<file path="config.mk">
export PLATFORM = sky130hd
export DESIGN_NAME = popc_tree
export DESIGN_NICKNAME = d
export VERILOG_FILES = /design/src/rtl/popc_pkg.sv /design/src/rtl/popc_fa.sv /design/src/rtl/popc_c4.sv /design/src/rtl/popc_c7.sv /design/src/rtl/popc_pipe.sv /design/src/rtl/popc_tree.sv
export SDC_FILE = /design/constraint.sdc
export NUM_CORES = 1
export LEC_CHECK = 0
export BUFFER_PORTS_ARGS = -buffer_cell sky130_fd_sc_hd__buf_2
export CAP_MARGIN = 20
export CORE_ASPECT_RATIO = 0.6
export CORE_UTILIZATION = 47
export CTS_CLUSTER_SIZE = 30
export DETAILED_ROUTE_END_ITERATION = 8
export PLACE_DENSITY = 0.75
export SLEW_MARGIN = 10
export SYNTH_ARGS = -nofsm -noshare
export SYNTH_HDL_FRONTEND = slang
export SYNTH_HIERARCHICAL = 1
export SYNTH_SLANG_ARGS = --single-unit
</file>
<file path="constraint.sdc">
create_clock -name clk -period 1.9 [get_ports clk]
set_input_delay 0.285 -clock clk [delete_from_list [all_inputs] [get_ports clk]]
set_output_delay 0.285 -clock clk [all_outputs]
set_load 0.03 [all_outputs]
</file>
<file path="src/rtl/popc_pkg.sv">
package popc_pkg;
  // three-bit partial count produced by a (7,3) or 4-input counter
  typedef logic [2:0] cnt3_t;

  // width of a binary count able to hold 0..n
  function automatic int count_width(input int n);
    return $clog2(n + 1);
  endfunction
endpackage

</file>
<file path="src/rtl/popc_fa.sv">
// Full adder used as a (3,2) counter: three bits of equal weight in,
// a weight-1 sum and a weight-2 carry out.
module popc_fa (
  input  logic a,
  input  logic b,
  input  logic c,
  output logic s,
  output logic co
);
  assign s  = a ^ b ^ c;
  assign co = (a & b) | (a & c) | (b & c);
endmodule

</file>
<file path="src/rtl/popc_c4.sv">
// Four equal-weight bits reduced to a count 0..4.
module popc_c4 (
  input  logic [3:0]     bits,
  output popc_pkg::cnt3_t cnt
);
  logic s3, c3, k;

  popc_fa u_fa (.a(bits[0]), .b(bits[1]), .c(bits[2]), .s(s3), .co(c3));

  // fold in the fourth bit: both c3 and k carry weight 2
  assign k      = s3 & bits[3];
  assign cnt[0] = s3 ^ bits[3];
  assign cnt[1] = c3 ^ k;
  assign cnt[2] = c3 & k;
endmodule

</file>
<file path="src/rtl/popc_c7.sv">
// (7,3) counter built from four full adders.
module popc_c7 (
  input  logic [6:0]      bits,
  output popc_pkg::cnt3_t cnt
);
  logic s_lo, c_lo, s_hi, c_hi, c_mid;

  popc_fa u_lo  (.a(bits[0]), .b(bits[1]), .c(bits[2]), .s(s_lo),   .co(c_lo));
  popc_fa u_hi  (.a(bits[3]), .b(bits[4]), .c(bits[5]), .s(s_hi),   .co(c_hi));
  // weight-1 column: two sums plus the seventh input
  popc_fa u_one (.a(s_lo),    .b(s_hi),    .c(bits[6]), .s(cnt[0]), .co(c_mid));
  // weight-2 column: three carries
  popc_fa u_two (.a(c_lo),    .b(c_hi),    .c(c_mid),   .s(cnt[1]), .co(cnt[2]));
endmodule

</file>
<file path="src/rtl/popc_pipe.sv">
// Optional level register with a travelling valid flag.
module popc_pipe #(
  parameter int W  = 8,
  parameter bit EN = 1'b1
) (
  input  logic         clk,
  input  logic         rst,
  input  logic [W-1:0] d,
  input  logic         v_d,
  output logic [W-1:0] q,
  output logic         v_q
);
  if (EN) begin : g_reg
    always_ff @(posedge clk) begin
      if (rst) begin
        v_q <= 1'b0;
        q   <= '0;
      end else begin
        v_q <= v_d;
        q   <= d;
      end
    end

    AST_PIPE_FOLLOW: assert property (@(posedge clk) disable iff (rst)
      !$past(rst) |-> (v_q == $past(v_d)));
    AST_PIPE_RESET: assert property (@(posedge clk) disable iff (rst)
      $past(rst) |-> !v_q);
  end else begin : g_wire
    assign q   = d;
    assign v_q = v_d;
  end
endmodule

</file>
<file path="src/rtl/popc_tree.sv">
// Population count tree. WIDTH must be 16 or 30.
module popc_tree #(
  parameter int WIDTH    = 30,
  parameter int PIPELINE = 1,
  localparam int CNT_W   = popc_pkg::count_width(WIDTH)
) (
  input  logic             clk,
  input  logic             rst,
  input  logic             in_valid,
  input  logic [WIDTH-1:0] in_bits,
  output logic             out_valid,
  output logic [CNT_W-1:0] out_count
);
  import popc_pkg::*;

  localparam bit REG_EN = (PIPELINE != 0);
  localparam int N_LEAF = WIDTH / 7;   // (7,3) counters at the leaves
  localparam int N_REST = WIDTH - 7 * N_LEAF;
  localparam int LEAF_W = 3 * N_LEAF + N_REST;

  logic v_leaf, v_mid;

  // ---------------- leaf level: (7,3) counters ----------------
  logic [LEAF_W-1:0] leaf_d, leaf_q;

  for (genvar g = 0; g < N_LEAF; g++) begin : g_leaf
    cnt3_t c;
    popc_c7 u_c7 (.bits(in_bits[7*g +: 7]), .cnt(c));
    assign leaf_d[3*g +: 3] = c;
  end
  assign leaf_d[LEAF_W-1 -: N_REST] = in_bits[WIDTH-1 -: N_REST];

  popc_pipe #(.W(LEAF_W), .EN(REG_EN)) u_p_leaf (
    .clk(clk), .rst(rst), .d(leaf_d), .v_d(in_valid), .q(leaf_q), .v_q(v_leaf));

  if (WIDTH == 16) begin : g_w16
    // leaf_q: [2:0] counter A, [5:3] counter B, [7:6] leftover bits
    cnt3_t lo4, hi4;
    logic  s1, c1;
    logic [5:0] mid_d, mid_q;

    // weight 1: A0, B0 and both leftover bits
    popc_c4 u_w0 (.bits({leaf_q[7], leaf_q[6], leaf_q[3], leaf_q[0]}), .cnt(lo4));
    // weight 2: A1, B1 and the weight-2 output of the first 4-counter
    popc_fa u_w1 (.a(leaf_q[1]), .b(leaf_q[4]), .c(lo4[1]), .s(s1), .co(c1));

    assign mid_d = {lo4[2], c1, leaf_q[5], leaf_q[2], s1, lo4[0]};

    popc_pipe #(.W(6), .EN(REG_EN)) u_p_mid (
      .clk(clk), .rst(rst), .d(mid_d), .v_d(v_leaf), .q(mid_q), .v_q(v_mid));

    // weight 4: A2, B2 and two weight-4 carries
    popc_c4 u_w2 (.bits(mid_q[5:2]), .cnt(hi4));
    assign out_count = {hi4, mid_q[1], mid_q[0]};
  end else if (WIDTH == 30) begin : g_w30
    // leaf_q: four 3-bit counts then two leftover bits
    logic [3:0] pair0, pair1;
    logic [1:0] rest;
    logic [9:0] mid_d, mid_q;

    assign pair0 = {1'b0, leaf_q[2:0]} + {1'b0, leaf_q[5:3]};
    assign pair1 = {1'b0, leaf_q[8:6]} + {1'b0, leaf_q[11:9]};
    assign rest  = {leaf_q[12] & leaf_q[13], leaf_q[12] ^ leaf_q[13]};
    assign mid_d = {rest, pair1, pair0};

    popc_pipe #(.W(10), .EN(REG_EN)) u_p_mid (
      .clk(clk), .rst(rst), .d(mid_d), .v_d(v_leaf), .q(mid_q), .v_q(v_mid));

    assign out_count = {1'b0, mid_q[3:0]} + {1'b0, mid_q[7:4]}
                     + {3'b000, mid_q[9:8]};
  end

  assign out_valid = v_mid;

  // ---------------- assertions ----------------
  AST_NO_OVERFLOW: assert property (@(posedge clk) disable iff (rst)
    out_valid |-> (int'(out_count) <= WIDTH));

  if (REG_EN) begin : g_chk_pipe
    AST_PIPE_EXACT: assert property (@(posedge clk) disable iff (rst)
      out_valid |-> (int'(out_count) == $countones($past(in_bits, 2))));
    AST_PIPE_LATENCY: assert property (@(posedge clk) disable iff (rst)
      (!$past(rst) && !$past(rst, 2)) |-> (out_valid == $past(in_valid, 2)));
  end else begin : g_chk_comb
    AST_COMB_EXACT: assert property (@(posedge clk) disable iff (rst)
      int'(out_count) == $countones(in_bits));
  end
endmodule

</file>
[Word level (Yosys, flattened, before mapping)]
Cells that the tools add are included.
Word-level totals
  bits of input ports: 33
  RAM bits: 0
  bits in registers: 26
  memory bits (read-only): 0
  bits in latches: 0
  output and inout bits: 6
  memories kept: 0
  word-level logic and storage cells: 122
Cells by class
  $lt $le $gt $ge: 0
  equal/unequal tests: 0
  mux-type cells: 0
  reduce and logical (&&, ||, !) cells: 0
  div/mod/pow operators: 0
  bitwise gates (word level): 114
  multiply operators: 0
  add/sub/neg operators: 4
  shifts and indexed selects: 0
Operator list (count)
  $and A1 B1 Y1: 49
  $xor A1 B1 Y1: 33
  $or A1 B1 Y1: 32
  $add A3 B3 Y4: 2
  $add A4 B4 Y5: 1
  $add A5 B2 Y5: 1

[Depth between registers and ports, before layout]
  depth after elaboration: 8
  gate-level depth with buffers: 7
  depth with buffers taken out: 7

[By module]
Netlist, hierarchy kept.
Modules (own cells, without submodules)
  popc_pipe at u_p_leaf: area an instance 432.9 um2, cells each 31, seq. area each 300.3 um2, instances 1
  popc_tree: area an instance 395.4 um2, cells each 44, seq. area each 0.0 um2, instances 1
  popc_pipe at g_w30.u_p_mid: area an instance 337.8 um2, cells each 23, seq. area each 220.2 um2, instances 1
  popc_fa: area an instance 20.0 um2, cells each 1, seq. area each 0.0 um2, instances 16

[Least setup slack after synthesis]
Ideal clock, no wire load.
  path type: register -> output
  from: reg g_w30.u_p_mid.q[1]
  to: out out_count[3]
  data required time: 1615 ps
  path buffers: 0
  path slack: -317 ps
  cell stages (with the launch flop): 6
  data arrival time: 1932 ps
  cell sequence: dfxtp_1 -> fa_1 -> ha_1 -> inv_1 -> fa_1 -> xnor2_1
On the way
  cells in the longest elaborated chain, start to end: 2
Ends and longest elaborated chain
  from (decl): RTL line popc_pipe.sv:10  | output logic [W-1:0] q,
  from (signal assigned): RTL line popc_pipe.sv:17  | q <= '0;
  from (signal assigned): RTL line popc_pipe.sv:20  | q <= d;
  $add A4 B4 Y5: RTL line popc_tree.sv:69  | assign out_count = {1'b0, mid_q[3:0]} + {1'b0, mid_q[7:4]}
  $add A5 B2 Y5: RTL line popc_tree.sv:70  | + {3'b000, mid_q[9:8]};
  to (decl): RTL line popc_tree.sv:12  | output logic [CNT_W-1:0] out_count
No other way between the ends.

[Worst setup path after layout]
Ends and elaborated chain as after synthesis.

==> impl_metrics.yaml <==
yosys:
  synth_cell_type_count: 13
  synth_common_cells: "dfxtp_1, fa_1, inv_1, nor2b_2, ha_1"
  yosys.area_share.simple_pct: 15.3
  yosys.cell_count.top_type: "dfxtp_1"
  synth_top_family_by_area: "adder cells"
  syn_area_um2: 1490
  synth_edf_count: 0
  synth-seq-cells: 26
  seq_area_frac_synth_pct: 35.0
  ys_top_cells_by_area: "dfxtp_1, fa_1, ha_1"
  synthArstFlopShare_pct: 0
  synthCells: 114
  synthMuxAreaShare_pct: 0
  yosysTopAreaCell: "dfxtp_1"
  ys.flop_type: "dfxtp_1"
  synthesis.nets: 180
  synth_compound_area_share_pct: 3.11
  synth-xor-area-share_pct: 2.36
  synth_top_area_share_pct: 35.0
  synth.avg_cell_area_um2: 13.0
  yosys_warnings: 6
  synth_fa_ha_area_share_pct: 38.4
critical_path:
  slowest_stage: "fa_1"
  reg2reg_depth: 5
  slowest_delay_ns: 0.53
  cp.required_ns: 1.62
  worstPathArrival_ns: 2.05
  timing.rr.start: "u_p_leaf/q[6]$_SDFF_PP0_"
  cp-end-kind: "primary output"
  r2r_end: "g_w30.u_p_mid/q[5]$_SDFF_PP0_"
  cp_top_family: "adder cells"
  worst-path-max-fanout: 2
  critPathKind: "reg2out"
  worst-r2r-setup-slack_ns: 0.57
  critical_path_buf_inv_count: 2
  path_cells: "fa_1 > ha_2 > inv_2 > fa_2 > xnor2_4 > buf_6"
  start_kind: "flip-flop"
cts:
  cts_made_buffers: 3
  ctsHoldBuffers: 0
  root_buffer: "clkbuf_8"
  insertion_delay_ns: 0.27
  htree_levels: 1
  clock_path_buffers: 2
  clk_pin_slew_ns: 0.09
  clock-sinks: 26
  tritoncts: "yes"
floorplanning:
  fp-row-count: 15
  dieArea_um2: 3400
  io_pins: 39
  start_util_pct: 50.4
  dieWidth_um: 74.6
  die_height_um: 45.6
  coreArea_um2: 2950
sta:
  fin_crit_ns: 2.34
  hold_viol_final: 0
  fin_skew_ns: 0.00362
  min_period_over_period_pct: 123
  slew-limit-headroom_pct: 65.0
  tns_ns: -1.22
  tightestPinTransition_ns: 0.525
  fin_ws_ns: -0.437
  max_freq_mhz: 428
  maxSlewViolCount: 0
  rsz0062_at_grt: "yes"
  finalSetupViolations: 3
global_route:
  grt_max_degree: 24
  antenna_found_initial: 0
  grt_pass1_wl_um: 4080
  grt_pass1_vias: 947
  track_usage_pct: 17.0
  gr-total-overflow: 0
layout:
  syn_to_final_growth_pct: 23.8
  regArea_um2: 522
  final_cells: 199
  fin_util_pct: 62.5
  nets: 224
  final_layout_size_suffix_gt1_share_pct: 47.8
  fillers: 250
  multi_input_area_um2: 913
  antenna_cells: 0
outcome:
  outcome: "finished with violations"
  violations: "negative setup slack"
worst_hold_path:
  hp-class: "in2reg"
  hold_start: "in_valid"
  min_delay_path_depth: 2
  worst_hold_path.endpoint: "u_p_leaf/v_q$_SDFF_PP0_"
placed_design:
  dp_slack_ns: -0.227
  dp_hpwl_um: 1880
  port_buffers: 38
  gp_congestion: 0.724
  place_inst: 194
run:
  maxCapViolations: 0
detailed_routing:
  wirelength_um: 2320
  drc: 0
  ant_nets: 0
  routed-via-count: 866
  wl_per_cell_um: 11.7
  drt_iter0_markers: 14
  dr.pass1.iters: 3
  via_per_inst: 4.35
power:
  peakVddDrop_uv: 372
  powerDensity_nw_per_um2: 916
  p_leak_uw: 0.000912
sequential cells by signal, summed over array words and instances (netlist names):
name               cells
u_p_leaf/q            14
g_w30.u_p_mid/v_q      1
g_w30.u_p_mid/q       10
u_p_leaf/v_q           1
repair_timing:
action	CTS	global route
hold endpoints to repair	0	0
setup buffers	1	0
pin swaps	4	1
gates resized for setup	9	1
endpoints found under the setup margin	3	4
cell usage in the layout, fill, tap and decap left out, types with 3 or more instances in the layout:
cell      count
ha_1         11
a21o_1        5
fa_1         19
inv_1        15
and2b_2       4
dfxtp_1      25
buf_4         3
nor2b_2      15
buf_2        34
clkbuf_8      4
buf_6         3
nor2b_1       3
how the worst max path moves through the flow:
stage | from | to | slack [ns] | depth (start not counted)
after floorplan | g_w30.u_p_mid/q[1]$_SDFF_PP0_ | out_count[3] | -0.07 | 5
after global placement | g_w30.u_p_mid/q[1]$_SDFF_PP0_ | out_count[3] | -0.16 | 6
after detailed placement | g_w30.u_p_mid/q[1]$_SDFF_PP0_ | out_count[3] | -0.23 | 6
after CTS | g_w30.u_p_mid/q[1]$_SDFF_PP0_ | out_count[3] | -0.47 | 6
after global routing | g_w30.u_p_mid/q[1]$_SDFF_PP0_ | out_count[2] | -0.50 | 6
final | g_w30.u_p_mid/q[1]$_SDFF_PP0_ | out_count[3] | -0.44 | 6
metal layers:
| metal | vias to the layer above | wire, um | global-route usage (%) |
|---|---|---|---|
| li1 | 426 | - | - |
| met1 | 409 | 944 | 18.9 |
| met2 | 27 | 1220 | 31.5 |
| met3 | 4 | 125 | 5.75 |
| met4 | 0 | 27 | 4.53 |
| met5 | - | 0 | 0 |
where the power goes:
group | switching (uW) | total (uW) | internal [uW]
Clock | 167 | 352 | 185
Combinational | 335 | 668 | 333
Sequential | 34.2 | 665 | 631
Total | 536 | 1690 | 1150
cell type report:
type / instances / share of cell area [%]
sequential: 26 / 28.3
multi-input combinational: 69 / 49.6
tap: 42 / 2.86
timing repair buffer: 41 / 12.7
clock buffer: 4 / 2.99
inverter: 17 / 3.47
stage by stage:
step / hold WS (ns) / total power (uW) / area [um^2]
floorplan: 0.410 / 1140 / 1520
global route: 0.216 / 1820 / 1840
CTS: 0.218 / 1700 / 1840
global placement: 0.432 / 1280 / 1750
detailed placement: 0.439 / 1300 / 1750
finish: 0.223 / 1690 / 1840
cell families (layout without fill, tap and decap cells):
family | count (synthesis) | count (layout)
adders and majority gates | 33 | 33
DFF | 26 | 26
and+or+nand+nor | 26 | 26
buffers and inverters | 19 | 62
AOI/OAI and AO/OA | 6 | 6
xor gates and xnor gates | 4 | 4
No activity file was read; power rests on OpenSTA's default activity.
